$ cat config.mk
export PLATFORM = sky130hd
export DESIGN_NAME = cfg_loader
export DESIGN_NICKNAME = d
export VERILOG_FILES = /design/src/rtl/cfg_loader_pkg.sv /design/src/rtl/cfg_sync.sv /design/src/rtl/cfg_timer.sv /design/src/rtl/cfg_loader.sv
export SDC_FILE = /design/constraint.sdc
export NUM_CORES = 1
export LEC_CHECK = 0
export ABC_AREA = 1
export BUFFER_PORTS_ARGS = -buffer_cell sky130_fd_sc_hd__buf_2
export CAP_MARGIN = 10
export CORE_ASPECT_RATIO = 1.1
export CORE_UTILIZATION = 40
export CTS_CLUSTER_DIAMETER = 50
export DETAILED_ROUTE_END_ITERATION = 10
export HOLD_SLACK_MARGIN = 0.03
export MAX_ROUTING_LAYER = met4
export PLACE_DENSITY = 0.57
export SETUP_SLACK_MARGIN = 0.02
export SKIP_CTS_REPAIR_TIMING = 1
export SLEW_MARGIN = 40
export SYNTH_ARGS = -nofsm -noshare
export SYNTH_HDL_FRONTEND = slang
export SYNTH_SLANG_ARGS = --single-unit
$ cat constraint.sdc
create_clock -name clk -period 4.6 [get_ports clk]
set_input_delay 0.46 -clock clk [delete_from_list [all_inputs] [get_ports clk]]
set_output_delay 0.46 -clock clk [all_outputs]
set_load 0.02 [all_outputs]
$ cat src/rtl/cfg_loader_pkg.sv
package cfg_loader_pkg;

    typedef enum logic [3:0] {
        ST_IDLE,
        ST_PROG,
        ST_WAIT_INIT,
        ST_WR_ON,
        ST_SETTLE,
        ST_CHECK,
        ST_CLK_LO,
        ST_CLK_HI,
        ST_BUSY,
        ST_CS_OFF,
        ST_WR_OFF,
        ST_VERIFY,
        ST_REPORT
    } ld_state_e;

    typedef enum logic [2:0] {
        CAUSE_NONE      = 3'd0,
        CAUSE_NO_INIT_L = 3'd1,
        CAUSE_NO_INIT_H = 3'd2,
        CAUSE_CRC       = 3'd3,
        CAUSE_BUSY      = 3'd4,
        CAUSE_COMPLETE  = 3'd5
    } fail_cause_e;

    typedef struct packed {
        logic prog_b;
        logic cs_b;
        logic write_b;
        logic cclk;
        logic d_oe;
    } pins_t;

    function automatic pins_t pins_for(ld_state_e s);
        pins_t p;
        p = '{prog_b: 1'b1, cs_b: 1'b1, write_b: 1'b1, cclk: 1'b1, d_oe: 1'b0};
        case (s)
            ST_PROG:   p.prog_b = 1'b0;
            ST_WR_ON:  p.write_b = 1'b0;
            ST_SETTLE, ST_CHECK, ST_CLK_HI, ST_BUSY: begin
                p.write_b = 1'b0;
                p.cs_b    = 1'b0;
                p.d_oe    = 1'b1;
            end
            ST_CLK_LO: begin
                p.write_b = 1'b0;
                p.cs_b    = 1'b0;
                p.d_oe    = 1'b1;
                p.cclk    = 1'b0;
            end
            ST_CS_OFF: p.write_b = 1'b0;
            default:   ;
        endcase
        return p;
    endfunction

    function automatic int unsigned max_of(int unsigned a, int unsigned b);
        return (a > b) ? a : b;
    endfunction

endpackage

$ cat src/rtl/cfg_sync.sv
module cfg_sync #(
    parameter int WIDTH  = 3,
    parameter int STAGES = 2
) (
    input  logic             clk,
    input  logic             rst,
    input  logic [WIDTH-1:0] din,
    output logic [WIDTH-1:0] dout
);
    logic [WIDTH-1:0] stg [STAGES];

    always_ff @(posedge clk) begin
        if (rst) stg[0] <= '0;
        else     stg[0] <= din;
    end

    for (genvar i = 1; i < STAGES; i++) begin : g_stage
        always_ff @(posedge clk) begin
            if (rst) stg[i] <= '0;
            else     stg[i] <= stg[i-1];
        end
    end

    assign dout = stg[STAGES-1];
endmodule

$ cat src/rtl/cfg_timer.sv
module cfg_timer #(
    parameter int W = 8
) (
    input  logic         clk,
    input  logic         rst,
    input  logic         clear,
    output logic [W-1:0] count
);
    localparam logic [W-1:0] TOP = '1;

    always_ff @(posedge clk) begin
        if (rst || clear)    count <= '0;
        else if (count != TOP) count <= count + 1'b1;
    end


    timer_saturate_chk: assert property (@(posedge clk) disable iff (rst)
        (count == TOP && !clear) |=> (count == TOP));
endmodule

$ cat src/rtl/cfg_loader.sv
module cfg_loader
    import cfg_loader_pkg::*;
#(
    parameter int unsigned PROG_MIN_CYC = 30,
    parameter int unsigned INIT_TO_CYC  = 50_000_000,
    parameter int unsigned BUSY_TO_CYC  = 500_000,
    parameter int unsigned DONE_TO_CYC  = 20_000_000,
    parameter int unsigned SETTLE_CYC   = 1_000_000,
    parameter int unsigned CCLK_HALF    = 2,
    parameter bit          CHECK_BUSY   = 1'b1,
    parameter int          SYNC_STAGES  = 2
) (
    input  logic       clk,
    input  logic       rst,
    input  logic       start,
    input  logic [7:0] s_data,
    input  logic       s_valid,
    input  logic       s_last,
    output logic       s_ready,
    output logic       prog_b,
    output logic       cs_b,
    output logic       write_b,
    output logic       cclk,
    output logic [7:0] cfg_d_out,
    output logic       cfg_d_oe,
    input  logic       init_b_in,
    input  logic       done_in,
    input  logic       busy_in,
    output logic       load_done,
    output logic       load_pass,
    output logic [2:0] load_cause
);
    localparam int unsigned MAXV = max_of(max_of(max_of(INIT_TO_CYC, BUSY_TO_CYC),
                                                 max_of(DONE_TO_CYC, SETTLE_CYC)),
                                          max_of(PROG_MIN_CYC, CCLK_HALF));
    localparam int CNT_W = $clog2(MAXV + 1);
    localparam logic [CNT_W-1:0] PROG_LIM   = CNT_W'(PROG_MIN_CYC - 1);
    localparam logic [CNT_W-1:0] INIT_LIM   = CNT_W'(INIT_TO_CYC - 1);
    localparam logic [CNT_W-1:0] BUSY_LIM   = CNT_W'(BUSY_TO_CYC - 1);
    localparam logic [CNT_W-1:0] DONE_LIM   = CNT_W'(DONE_TO_CYC - 1);
    localparam logic [CNT_W-1:0] SETTLE_LIM = CNT_W'(SETTLE_CYC - 1);
    localparam logic [CNT_W-1:0] HALF_LIM   = CNT_W'(CCLK_HALF - 1);
    localparam logic [CNT_W-1:0] GUARD_LIM  = CNT_W'(SYNC_STAGES);

    ld_state_e   state_q, state_d;
    fail_cause_e cause_d;
    pins_t       pins_q;
    logic [CNT_W-1:0] cnt;
    logic [2:0]  sync_out;
    logic        init_s, done_s, busy_s;
    logic [7:0]  data_q;
    logic        last_q;
    logic        take;
    logic        pass_q;
    logic [2:0]  cause_q;

    cfg_sync #(.WIDTH(3), .STAGES(SYNC_STAGES)) u_sync (
        .clk  (clk),
        .rst  (rst),
        .din  ({init_b_in, done_in, busy_in}),
        .dout (sync_out)
    );
    assign {init_s, done_s, busy_s} = sync_out;

    cfg_timer #(.W(CNT_W)) u_timer (
        .clk   (clk),
        .rst   (rst),
        .clear (state_d != state_q),
        .count (cnt)
    );

    assign s_ready = (state_q == ST_CHECK) && init_s && !done_s;
    assign take    = s_ready && s_valid;

    always_comb begin
        state_d = state_q;
        cause_d = CAUSE_NONE;
        case (state_q)
            ST_IDLE:      if (start) state_d = ST_PROG;
            ST_PROG: begin
                if (cnt >= PROG_LIM && !init_s) state_d = ST_WAIT_INIT;
                else if (cnt >= INIT_LIM) begin
                    state_d = ST_REPORT;
                    cause_d = CAUSE_NO_INIT_L;
                end
            end
            ST_WAIT_INIT: begin
                if (init_s) state_d = ST_WR_ON;
                else if (cnt >= INIT_LIM) begin
                    state_d = ST_REPORT;
                    cause_d = CAUSE_NO_INIT_H;
                end
            end
            ST_WR_ON:     state_d = ST_SETTLE;
            ST_SETTLE:    if (cnt >= SETTLE_LIM) state_d = ST_CHECK;
            ST_CHECK: begin
                if (!init_s) begin
                    state_d = ST_REPORT;
                    cause_d = CAUSE_CRC;
                end else if (done_s) state_d = ST_CS_OFF;
                else if (s_valid)   state_d = ST_CLK_LO;
            end
            ST_CLK_LO:    if (cnt >= HALF_LIM) state_d = ST_CLK_HI;
            ST_CLK_HI: begin
                if (cnt >= HALF_LIM) begin
                    if (CHECK_BUSY) state_d = ST_BUSY;
                    else            state_d = last_q ? ST_CS_OFF : ST_CHECK;
                end
            end
            ST_BUSY: begin
                if (cnt >= GUARD_LIM && !busy_s) state_d = last_q ? ST_CS_OFF : ST_CHECK;
                else if (cnt >= BUSY_LIM) begin
                    state_d = ST_REPORT;
                    cause_d = CAUSE_BUSY;
                end
            end
            ST_CS_OFF:    state_d = ST_WR_OFF;
            ST_WR_OFF:    state_d = ST_VERIFY;
            ST_VERIFY: begin
                if (done_s && init_s) state_d = ST_REPORT;
                else if (cnt >= DONE_LIM) begin
                    state_d = ST_REPORT;
                    cause_d = CAUSE_COMPLETE;
                end
            end
            ST_REPORT:    state_d = ST_IDLE;
            default:      state_d = ST_IDLE;
        endcase
    end

    always_ff @(posedge clk) begin
        if (rst) begin
            state_q <= ST_IDLE;
            pins_q  <= pins_for(ST_IDLE);
            data_q  <= '0;
            last_q  <= 1'b0;
            pass_q  <= 1'b0;
            cause_q <= '0;
        end else begin
            state_q <= state_d;
            pins_q  <= pins_for(state_d);
            if (take) begin
                data_q <= s_data;
                last_q <= s_last;
            end
            if (state_q == ST_IDLE && start) begin
                pass_q  <= 1'b0;
                cause_q <= '0;
            end else if (state_d == ST_REPORT && state_q != ST_REPORT) begin
                pass_q  <= (cause_d == CAUSE_NONE);
                cause_q <= cause_d;
            end
        end
    end

    assign prog_b     = pins_q.prog_b;
    assign cs_b       = pins_q.cs_b;
    assign write_b    = pins_q.write_b;
    assign cclk       = pins_q.cclk;
    assign cfg_d_oe   = pins_q.d_oe;
    assign cfg_d_out  = data_q;
    assign load_done  = (state_q == ST_REPORT);
    assign load_pass  = pass_q;
    assign load_cause = cause_q;


    cs_needs_wr_chk: assert property (@(posedge clk) disable iff (rst)
        !cs_b |-> !write_b);

    prog_isolates_chk: assert property (@(posedge clk) disable iff (rst)
        !prog_b |-> (cs_b && write_b));

    cclk_framed_chk: assert property (@(posedge clk) disable iff (rst)
        !cclk |-> (!cs_b && cfg_d_oe));

    data_hold_chk: assert property (@(posedge clk) disable iff (rst)
        (!cclk && $past(!cclk)) |-> $stable(cfg_d_out));

    bus_released_chk: assert property (@(posedge clk) disable iff (rst)
        cs_b |-> !cfg_d_oe);

    done_pulse_chk: assert property (@(posedge clk) disable iff (rst)
        load_done |=> !load_done);

    pass_cause_chk: assert property (@(posedge clk) disable iff (rst)
        (load_done && load_pass) |-> (load_cause == 3'd0));
endmodule

==> results of run 1 <==
## how the worst max path moves through the flow
stage,start,to,slack (ps),cells after the start
floorplan,u_timer.count[0]$_SDFFE_PP0P_,u_timer.count[15]$_SDFFE_PP0P_,2530,13
global placement,state_q[0]$_SDFF_PP0_,cfg_d_out[3]$_SDFFE_PP0P_,1890,9
detailed placement,u_timer.count[0]$_SDFFE_PP0P_,u_timer.count[0]$_SDFFE_PP0P_,1980,16
CTS,state_q[0]$_SDFF_PP0_,s_ready,1930,7
global route,state_q[0]$_SDFF_PP0_,s_ready,1640,7
finish,state_q[0]$_SDFF_PP0_,s_ready,1970,7
## per-layer routing
layer / vias to the layer above / routed length, µm
li1: 1885 / -
met1: 1580 / 4030
met2: 50 / 4599
met3: 11 / 237
met4: 0 / 158
met5: - / 0
## kinds of logic after synthesis
group | count (synthesis)
compound gates | 39
xor+xnor | 20
fa+ha+maj | 4
buf+inv | 95
flops | 54
mux | 1
simple gates | 371
## critical path, cell delays in order, from the launching register on
cell,delay (ps)
sky130_fd_sc_hd__dfxtp_1,500
sky130_fd_sc_hd__inv_2,120
sky130_fd_sc_hd__nor2_1,100
sky130_fd_sc_hd__inv_1,70
sky130_fd_sc_hd__nor2_2,230
sky130_fd_sc_hd__inv_1,110
sky130_fd_sc_hd__nor3_2,460
sky130_fd_sc_hd__buf_2,270
## state kept, by name, indices dropped and copies added (netlist names), 3 cells and up
name / cells
u_sync.stg: 6
state_q: 4
cfg_d_out: 8
u_timer.count: 26
load_cause: 3
## cell type report
type / instances / area (µm²)
clock buffer: 6 / 72.57
tap: 114 / 142.6
sequential: 54 / 1081
clock inverter: 2 / 37.54
multi-input combinational: 435 / 2316
inverter: 88 / 330.3
fill: 973 / 4858
timing repair buffer: 34 / 170.2
## power by group
group | leakage [µW] | total, µW | internal (µW) | switching [µW]
Sequential | 0.000437 | 478 | 473 | 5.42
Clock | 0.0000514 | 324 | 163 | 161
Combinational | 0.00144 | 80.0 | 24.6 | 55.4
Total | 0.00193 | 882 | 660 | 222
## synthesized netlist by cell type
cell | n | area share, %
sky130_fd_sc_hd__nand4_1 | 9 | 1.5
sky130_fd_sc_hd__o31ai_1 | 1 | 0.20
sky130_fd_sc_hd__buf_12 | 2 | 1.1
sky130_fd_sc_hd__clkbuf_1 | 4 | 0.40
sky130_fd_sc_hd__dfxtp_1 | 54 | 29
sky130_fd_sc_hd__nand3_4 | 2 | 0.92
sky130_fd_sc_hd__nand2_2 | 15 | 2.5
sky130_fd_sc_hd__clkinv_1 | 1 | 0.099
sky130_fd_sc_hd__inv_1 | 74 | 7.3
sky130_fd_sc_hd__ha_1 | 4 | 1.3
sky130_fd_sc_hd__a21oi_1 | 24 | 3.2
sky130_fd_sc_hd__o21bai_1 | 1 | 0.20
sky130_fd_sc_hd__buf_6 | 1 | 0.30
sky130_fd_sc_hd__nand2_1 | 145 | 14
sky130_fd_sc_hd__xor2_1 | 19 | 4.4
sky130_fd_sc_hd__nand3_1 | 38 | 5.0
sky130_fd_sc_hd__nand3_2 | 4 | 1.1
sky130_fd_sc_hd__nor3_1 | 18 | 2.4
sky130_fd_sc_hd__a31oi_1 | 2 | 0.33
sky130_fd_sc_hd__nor2_1 | 92 | 9.1
sky130_fd_sc_hd__nor3_4 | 1 | 0.43
sky130_fd_sc_hd__nand2_4 | 2 | 0.59
sky130_fd_sc_hd__nand4_4 | 1 | 0.56
sky130_fd_sc_hd__nor3b_1 | 1 | 0.20
sky130_fd_sc_hd__a21oi_2 | 1 | 0.23
sky130_fd_sc_hd__and2_1 | 1 | 0.17
sky130_fd_sc_hd__inv_2 | 13 | 1.3
sky130_fd_sc_hd__o21ai_0 | 9 | 1.2
sky130_fd_sc_hd__mux2_2 | 1 | 0.30
sky130_fd_sc_hd__o22ai_1 | 1 | 0.17
sky130_fd_sc_hd__nor4b_1 | 1 | 0.23
sky130_fd_sc_hd__nor4_1 | 2 | 0.33
sky130_fd_sc_hd__nand3b_1 | 1 | 0.20
sky130_fd_sc_hd__nor2_4 | 25 | 7.4
sky130_fd_sc_hd__nor2_2 | 12 | 2.0
sky130_fd_sc_hd__xnor2_1 | 1 | 0.23
sky130_fd_sc_hd__nand4_2 | 1 | 0.33
## stage by stage
step | power, µW | util, % | std cells | hold WS, ps
after detailed placement | 569.9 | 44.85 | 725 | 393.7
after floorplan | 555.9 | - | 584 | 388.3
after global placement | 568.3 | 44.79 | 725 | 392.3
after global routing | 926.7 | 46.07 | 733 | 320.0
after CTS | 894.0 | 46.07 | 733 | 328.4
final | 881.8 | 46.07 | 733 | 337.0
==> metrics.txt, run 1 <==
# TYPE chip_impl_metric gauge
chip_impl_metric{name="die_area",unit="µm²"} 9865
chip_impl_metric{name="post_synth_xor_area_fraction",unit="%"} 4.624
chip_impl_metric{name="place.gp.congestion",unit=""} 0.9486
chip_impl_metric{name="rows",unit=""} 36
chip_impl_metric{name="hold_viol",unit=""} 0
chip_impl_info{name="synth_top_family_by_area",value="simple AND/OR/NAND/NOR gates"} 1
chip_impl_metric{name="vias",unit=""} 3526
chip_impl_metric{name="postLayoutSetupSlackWorst",unit="ps"} 1966
chip_impl_info{name="unrepaired_setup_endpoints_after_global_routing",value="false"} 1
chip_impl_info{name="worstSetupEndpointType",value="output port"} 1
chip_impl_metric{name="clkLatencyLatePin",unit="ps"} 320
chip_impl_metric{name="syn_inst",unit=""} 584
chip_impl_metric{name="syn_area_per_cell",unit="µm²"} 6.487
chip_impl_metric{name="worst-slew-pin-transition",unit="ps"} 690.9
chip_impl_metric{name="remaining_drc_errors",unit=""} 0
chip_impl_metric{name="layout-area-overhead-vs-synth",unit="%"} 9.544
chip_impl_metric{name="clock-sinks",unit=""} 54
chip_impl_metric{name="ff2ff_path_depth",unit=""} 16
chip_impl_metric{name="power.ir.vdd_worst",unit="µV"} 130.4
chip_impl_metric{name="leakage",unit="µW"} 0.001932
chip_impl_metric{name="synth_compound_gate_area_share",unit="%"} 5.482
chip_impl_metric{name="grt_use_met1",unit="%"} 24.21
chip_impl_metric{name="placedInstanceArea",unit="µm²"} 4040
chip_impl_metric{name="grt_pass1_vias",unit=""} 3452
chip_impl_metric{name="detailedPlacementHpwl",unit="mm"} 7.230
chip_impl_info{name="holdCritStartpoint",value="init_b_in"} 1
chip_impl_metric{name="max_fanout_on_critical_path",unit=""} 11
chip_impl_metric{name="cts_h_tree_depth",unit=""} 2
chip_impl_metric{name="dp_worst_setup_slack",unit="ps"} 1983
chip_impl_metric{name="tritoncts.num_buffers",unit=""} 5
chip_impl_metric{name="numPortBuffers",unit=""} 34
chip_impl_info{name="cts.root.buffer_cell",value="sky130_fd_sc_hd__clkbuf_8"} 1
chip_impl_metric{name="layout.cell_area.non_filler",unit="µm²"} 4150
chip_impl_info{name="rr_startpoint",value="u_timer.count[0]$_SDFFE_PP0P_"} 1
chip_impl_metric{name="cts_buffer_depth",unit=""} 2
chip_impl_info{name="timing.setup.critical_path_class",value="reg2out"} 1
chip_impl_metric{name="cells_on_worst_hold_path",unit=""} 3
chip_impl_metric{name="post_synth_fa_ha_maj_area_fraction",unit="%"} 1.321
chip_impl_metric{name="grt_max_degree",unit=""} 27
chip_impl_metric{name="worst_setup_hold_path_clk_slew",unit="ps"} 90
chip_impl_info{name="globalRoute.busiestLayer",value="met2"} 1
chip_impl_metric{name="grt.met2_usage",unit="%"} 35.87
chip_impl_metric{name="die_width",unit="µm"} 94.79
chip_impl_info{name="worstHoldEndpoint",value="u_sync.stg[0][2]$_SDFF_PP0_"} 1
chip_impl_metric{name="groute.usage.overall",unit="%"} 20.71
chip_impl_metric{name="antenna_found_initial",unit=""} 0
chip_impl_metric{name="cap_violations",unit=""} 0
chip_impl_metric{name="synth_simple_gate_area_share",unit="%"} 49.27
chip_impl_metric{name="floorplan.initialDensity",unit="%"} 42.06
chip_impl_metric{name="post-route-period-util",unit="%"} 57.27
chip_impl_metric{name="design.core.area",unit="µm²"} 9009
chip_impl_metric{name="diodes",unit=""} 0
chip_impl_metric{name="drive_gt1_share",unit="%"} 19.39
chip_impl_metric{name="wl",unit="mm"} 9.025
chip_impl_info{name="run_status",value="finished clean"} 1
chip_impl_metric{name="cp.required",unit="ps"} 4140
chip_impl_metric{name="gr-usage-met3",unit="%"} 3.289
chip_impl_info{name="regToRegEndpoint",value="u_timer.count[2]$_SDFFE_PP0P_"} 1
chip_impl_metric{name="maxSlewHeadroom",unit="%"} 53.90
chip_impl_metric{name="design.portCount",unit=""} 35
chip_impl_metric{name="drt.antenna.violating_nets",unit=""} 0
chip_impl_metric{name="fmax",unit="MHz"} 379.6
chip_impl_metric{name="post_synth_mux_area_share",unit="%"} 0.2972
chip_impl_info{name="most_common_cell_after_layout_fill_and_taps_aside",value="sky130_fd_sc_hd__nand2_1"} 1
chip_impl_metric{name="global_route.overflow_total",unit=""} 0
chip_impl_metric{name="number_of_detailed_route_iterations_in_the_first_pass",unit=""} 4
chip_impl_metric{name="vias_per_cell",unit=""} 4.810
chip_impl_info{name="worstHoldPathType",value="in2reg"} 1
chip_impl_metric{name="synth.yosys.warnings",unit=""} 0
chip_impl_metric{name="timing.reg2reg.setup_slack",unit="ps"} 2010
chip_impl_metric{name="setup_viol",unit=""} 0
chip_impl_info{name="most_frequent_cells_in_the_layout",value="sky130_fd_sc_hd__nand2_1 (145), sky130_fd_sc_hd__nor2_1 (92), sky130_fd_sc_hd__inv_1 (74)"} 1
chip_impl_metric{name="finalMaxSlewViolations",unit=""} 0
chip_impl_metric{name="avgRoutedWirePerCell",unit="µm"} 12.31
chip_impl_metric{name="drtIter0Drc",unit=""} 124
chip_impl_info{name="tritoncts_clock_tree",value="yes"} 1
chip_impl_metric{name="mappedNetlistArea",unit="µm²"} 3789
chip_impl_metric{name="arrival",unit="ps"} 2170
chip_impl_metric{name="postSynthNetCount",unit=""} 604
chip_impl_metric{name="power_density",unit="nW/µm²"} 212.5
chip_impl_metric{name="die_height",unit="µm"} 104.1
chip_impl_metric{name="worst_clock_skew",unit="ps"} 14.61
chip_impl_metric{name="finish.net_count",unit=""} 638
chip_impl_metric{name="setup-tns-final",unit="ps"} 0
chip_impl_info{name="critical_path.startpoint_type",value="register"} 1
chip_impl_metric{name="ff_latch_count_synth",unit=""} 54
chip_impl_metric{name="final.min_clock_period",unit="ps"} 2634
chip_impl_metric{name="synth.yosys.seq_area_share",unit="%"} 28.53
chip_impl_metric{name="synth.distinct_cells",unit=""} 37
chip_impl_metric{name="grt_pass1_wl",unit="mm"} 15.71
(Power assumes the default switching activity.)
==> run 2: changes to the inputs <==
- PLACE_DENSITY: 0.57 -> 0.6
- clock period: 4.6 -> 2.2 ns (I/O delays scaled with it)
==> run 2 against run 1 <==
The flow now finishes with violations (setup timing); global-route usage up 0.86 points; clock power rose to 2.6 times the previous value; non-clock buffer count up 53; wire length up 12%; first-iteration DRC count up 31%; core utilization up 7.4 points; worst hold slack worse by 240 ps; total power up 140%; sequential cell count unchanged; combinational power rose to 3.1 times the previous value; final cell count up 7.2%; clock-buffer cell count unchanged; critical endpoint is now u_timer.count[18]$_SDFFE_PP0P_; largest cell class unchanged.
==> metrics.txt, run 2 (synthesis results as in run 1) <==
# TYPE chip_impl_metric gauge
chip_impl_metric{name="setup-tns-final",unit="ps"} -15.37
chip_impl_metric{name="timing.reg2reg.setup_slack",unit="ps"} -8
chip_impl_metric{name="postLayoutSetupSlackWorst",unit="ps"} -8.469
chip_impl_metric{name="pint",unit="µW"} 1571
chip_impl_metric{name="arrival",unit="ps"} 2420
chip_impl_metric{name="tritoncts.num_buffers",unit=""} 5
chip_impl_metric{name="worst-slew-pin-transition",unit="ps"} 433.4
chip_impl_metric{name="rows",unit=""} 36
chip_impl_metric{name="vias_per_cell",unit=""} 4.845
chip_impl_metric{name="number_of_detailed_route_iterations_in_the_first_pass",unit=""} 4
chip_impl_metric{name="grt_pass1_vias",unit=""} 3650
chip_impl_info{name="tritoncts_clock_tree",value="yes"} 1
chip_impl_metric{name="largest_reg_flops",unit=""} 26
chip_impl_metric{name="cp.required",unit="ps"} 2420
chip_impl_metric{name="design.core.area",unit="µm²"} 9009
chip_impl_metric{name="die_width",unit="µm"} 94.79
chip_impl_metric{name="placedInstanceArea",unit="µm²"} 4378
chip_impl_info{name="worstSetupEndpointType",value="register"} 1
chip_impl_metric{name="final.min_clock_period",unit="ps"} 2208
chip_impl_metric{name="grt_max_degree",unit=""} 18
chip_impl_info{name="cts.root.buffer_cell",value="sky130_fd_sc_hd__clkbuf_8"} 1
chip_impl_metric{name="antenna_found_initial",unit=""} 0
chip_impl_metric{name="maxSlewHeadroom",unit="%"} 70.84
chip_impl_metric{name="power.ir.vdd_worst",unit="µV"} 326.6
chip_impl_metric{name="place.gp.congestion",unit=""} 0.9342
chip_impl_metric{name="hold_viol",unit=""} 0
chip_impl_info{name="timing.setup.critical_path_class",value="reg2reg"} 1
chip_impl_metric{name="floorplan.initialDensity",unit="%"} 42.06
chip_impl_metric{name="clock-sinks",unit=""} 54
chip_impl_metric{name="combPwrFrac",unit="%"} 12.0
chip_impl_metric{name="clkLatencyLatePin",unit="ps"} 320
chip_impl_metric{name="wl",unit="mm"} 10.06
chip_impl_metric{name="vias",unit=""} 3808
chip_impl_info{name="top_register",value="u_timer.count"} 1
chip_impl_metric{name="cts_h_tree_depth",unit=""} 2
chip_impl_metric{name="cts_buffer_depth",unit=""} 2
chip_impl_metric{name="max_fanout_on_critical_path",unit=""} 4
chip_impl_metric{name="groute.usage.overall",unit="%"} 21.58
chip_impl_metric{name="power.clock.fraction",unit="%"} 40.4
chip_impl_metric{name="detailedPlacementHpwl",unit="mm"} 7.829
chip_impl_metric{name="cap_violations",unit=""} 0
chip_impl_metric{name="numPortBuffers",unit=""} 34
chip_impl_info{name="critical_path.startpoint_type",value="register"} 1
chip_impl_metric{name="drtIter0Drc",unit=""} 163
chip_impl_metric{name="grt_pass1_wl",unit="mm"} 16.44
chip_impl_info{name="most_frequent_cells_in_the_layout",value="sky130_fd_sc_hd__nand2_1 (134), sky130_fd_sc_hd__nor2_1 (77), sky130_fd_sc_hd__inv_1 (72)"} 1
chip_impl_metric{name="fmax",unit="MHz"} 452.8
chip_impl_metric{name="die_height",unit="µm"} 104.1
chip_impl_metric{name="finalMaxSlewViolations",unit=""} 0
chip_impl_metric{name="global_route.overflow_total",unit=""} 0
chip_impl_metric{name="layout.cell_area.non_filler",unit="µm²"} 4817
chip_impl_metric{name="worst_setup_hold_path_clk_slew",unit="ps"} 100
chip_impl_metric{name="post-route-period-util",unit="%"} 100.4
chip_impl_metric{name="sw_frac_of_total",unit="%"} 24.54
chip_impl_metric{name="switching_power",unit="µW"} 510.9
chip_impl_metric{name="die_area",unit="µm²"} 9865
chip_impl_metric{name="design.portCount",unit=""} 35
chip_impl_info{name="violations",value="setup timing"} 1
chip_impl_metric{name="diodes",unit=""} 0
chip_impl_metric{name="final.fill_count",unit=""} 918
chip_impl_metric{name="drt.antenna.violating_nets",unit=""} 0
chip_impl_metric{name="worst_clock_skew",unit="ps"} 7.317
chip_impl_metric{name="leakage",unit="µW"} 0.002249
chip_impl_metric{name="layout-area-overhead-vs-synth",unit="%"} 27.15
chip_impl_metric{name="power.sequential.fraction",unit="%"} 47.6
chip_impl_metric{name="remaining_drc_errors",unit=""} 0
chip_impl_metric{name="setup_viol",unit=""} 4
chip_impl_info{name="most_common_cell_after_layout_fill_and_taps_aside",value="sky130_fd_sc_hd__nand2_1"} 1
chip_impl_info{name="unrepaired_setup_endpoints_after_global_routing",value="true"} 1
chip_impl_metric{name="drive_gt1_share",unit="%"} 33.78
chip_impl_metric{name="finish.net_count",unit=""} 691
chip_impl_metric{name="avgRoutedWirePerCell",unit="µm"} 12.80
chip_impl_info{name="worstHoldPathType",value="in2reg"} 1
chip_impl_metric{name="power_density",unit="nW/µm²"} 432.2
chip_impl_info{name="run_status",value="complete, but fails checks"} 1
[run 2: changes by cell type in the layout (fill, tap and decap cells not counted), sizes merged]
cell | previous run | this run
clkinvlp | 1 | 0
clkinv | 1 | 0
buf | 34 | 86
bufinv | 1 | 2
inv | 87 | 88
clkbuf | 6 | 7
[run 2: power groups by stage]
stage                     logic, µW  registers (µW)  clock network [µW]
after floorplan                 142            1020                   0
after global placement          205            1020                   0
after detailed placement        208            1020                   0
after CTS                       208             997                 858
after global routing            275             993                 892
final                           251             991                 840
[run 2: routing by layer]
layer	routed length [µm]	track usage [%]	vias to the layer above
li1	-	-	1985
met1	4328	24.92	1727
met2	5090	37.26	72
met3	326	3.363	24
met4	316	7.468	0
met5	0	-	-
[run 2: area by class of cell]
| cell class | count | area [µm²] | area share [%] |
|---|---|---|---|
| Clock buffer | 6 | 82.58 | 1.714 |
| Tap cell | 114 | 142.6 | 2.961 |
| Inverter | 88 | 330.3 | 6.857 |
| Timing Repair Buffer | 87 | 598.1 | 12.42 |
| Multi-Input combinational cell | 435 | 2485 | 51.58 |
| Clock inverter | 2 | 60.06 | 1.247 |
| Sequential cell | 54 | 1119 | 23.22 |
[run 2: stage by stage]
stage                     utilization, %  hold slack, ps  cells  total power [µW]  worst slack, ps
after global routing               53.47           97.23    786              2160           -153.6
after detailed placement           48.60           393.5    769              1227           -124.0
final                              53.47           95.59    786              2082           -8.469
after global placement             48.60           396.1    769              1223           -125.4
after floorplan                        -           327.0    584              1162            130.2
after CTS                          50.18           85.65    777              2063           -142.5
[run 2: critical path, stage by stage, from the launching register on]
cell and delay (ps):
sky130_fd_sc_hd__dfxtp_4 370, sky130_fd_sc_hd__ha_1 210, sky130_fd_sc_hd__inv_1 70, sky130_fd_sc_hd__nor2_2 50, sky130_fd_sc_hd__nand2_1 130, sky130_fd_sc_hd__nand3b_1 190
sky130_fd_sc_hd__nor2_1 60, sky130_fd_sc_hd__nand2_1 120, sky130_fd_sc_hd__nand4_1 140, sky130_fd_sc_hd__buf_4 170, sky130_fd_sc_hd__nor3_2 190, sky130_fd_sc_hd__nand2_1 100
sky130_fd_sc_hd__xor2_1 250, sky130_fd_sc_hd__nor2_4 60
[run 2: path summary, 6_finish.rpt]
kind / cells past startpoint / start / endpoint
setup reg to reg: 13 / u_timer.count[0]$_SDFFE_PP0P_ / u_timer.count[18]$_SDFFE_PP0P_
hold / removal: 3 / done_in / u_sync.stg[0][1]$_SDFF_PP0_
hold reg to reg: 2 / u_sync.stg[0][2]$_SDFF_PP0_ / u_sync.stg[1][2]$_SDFF_PP0_
setup / recovery: 13 / u_timer.count[0]$_SDFFE_PP0P_ / u_timer.count[18]$_SDFFE_PP0P_
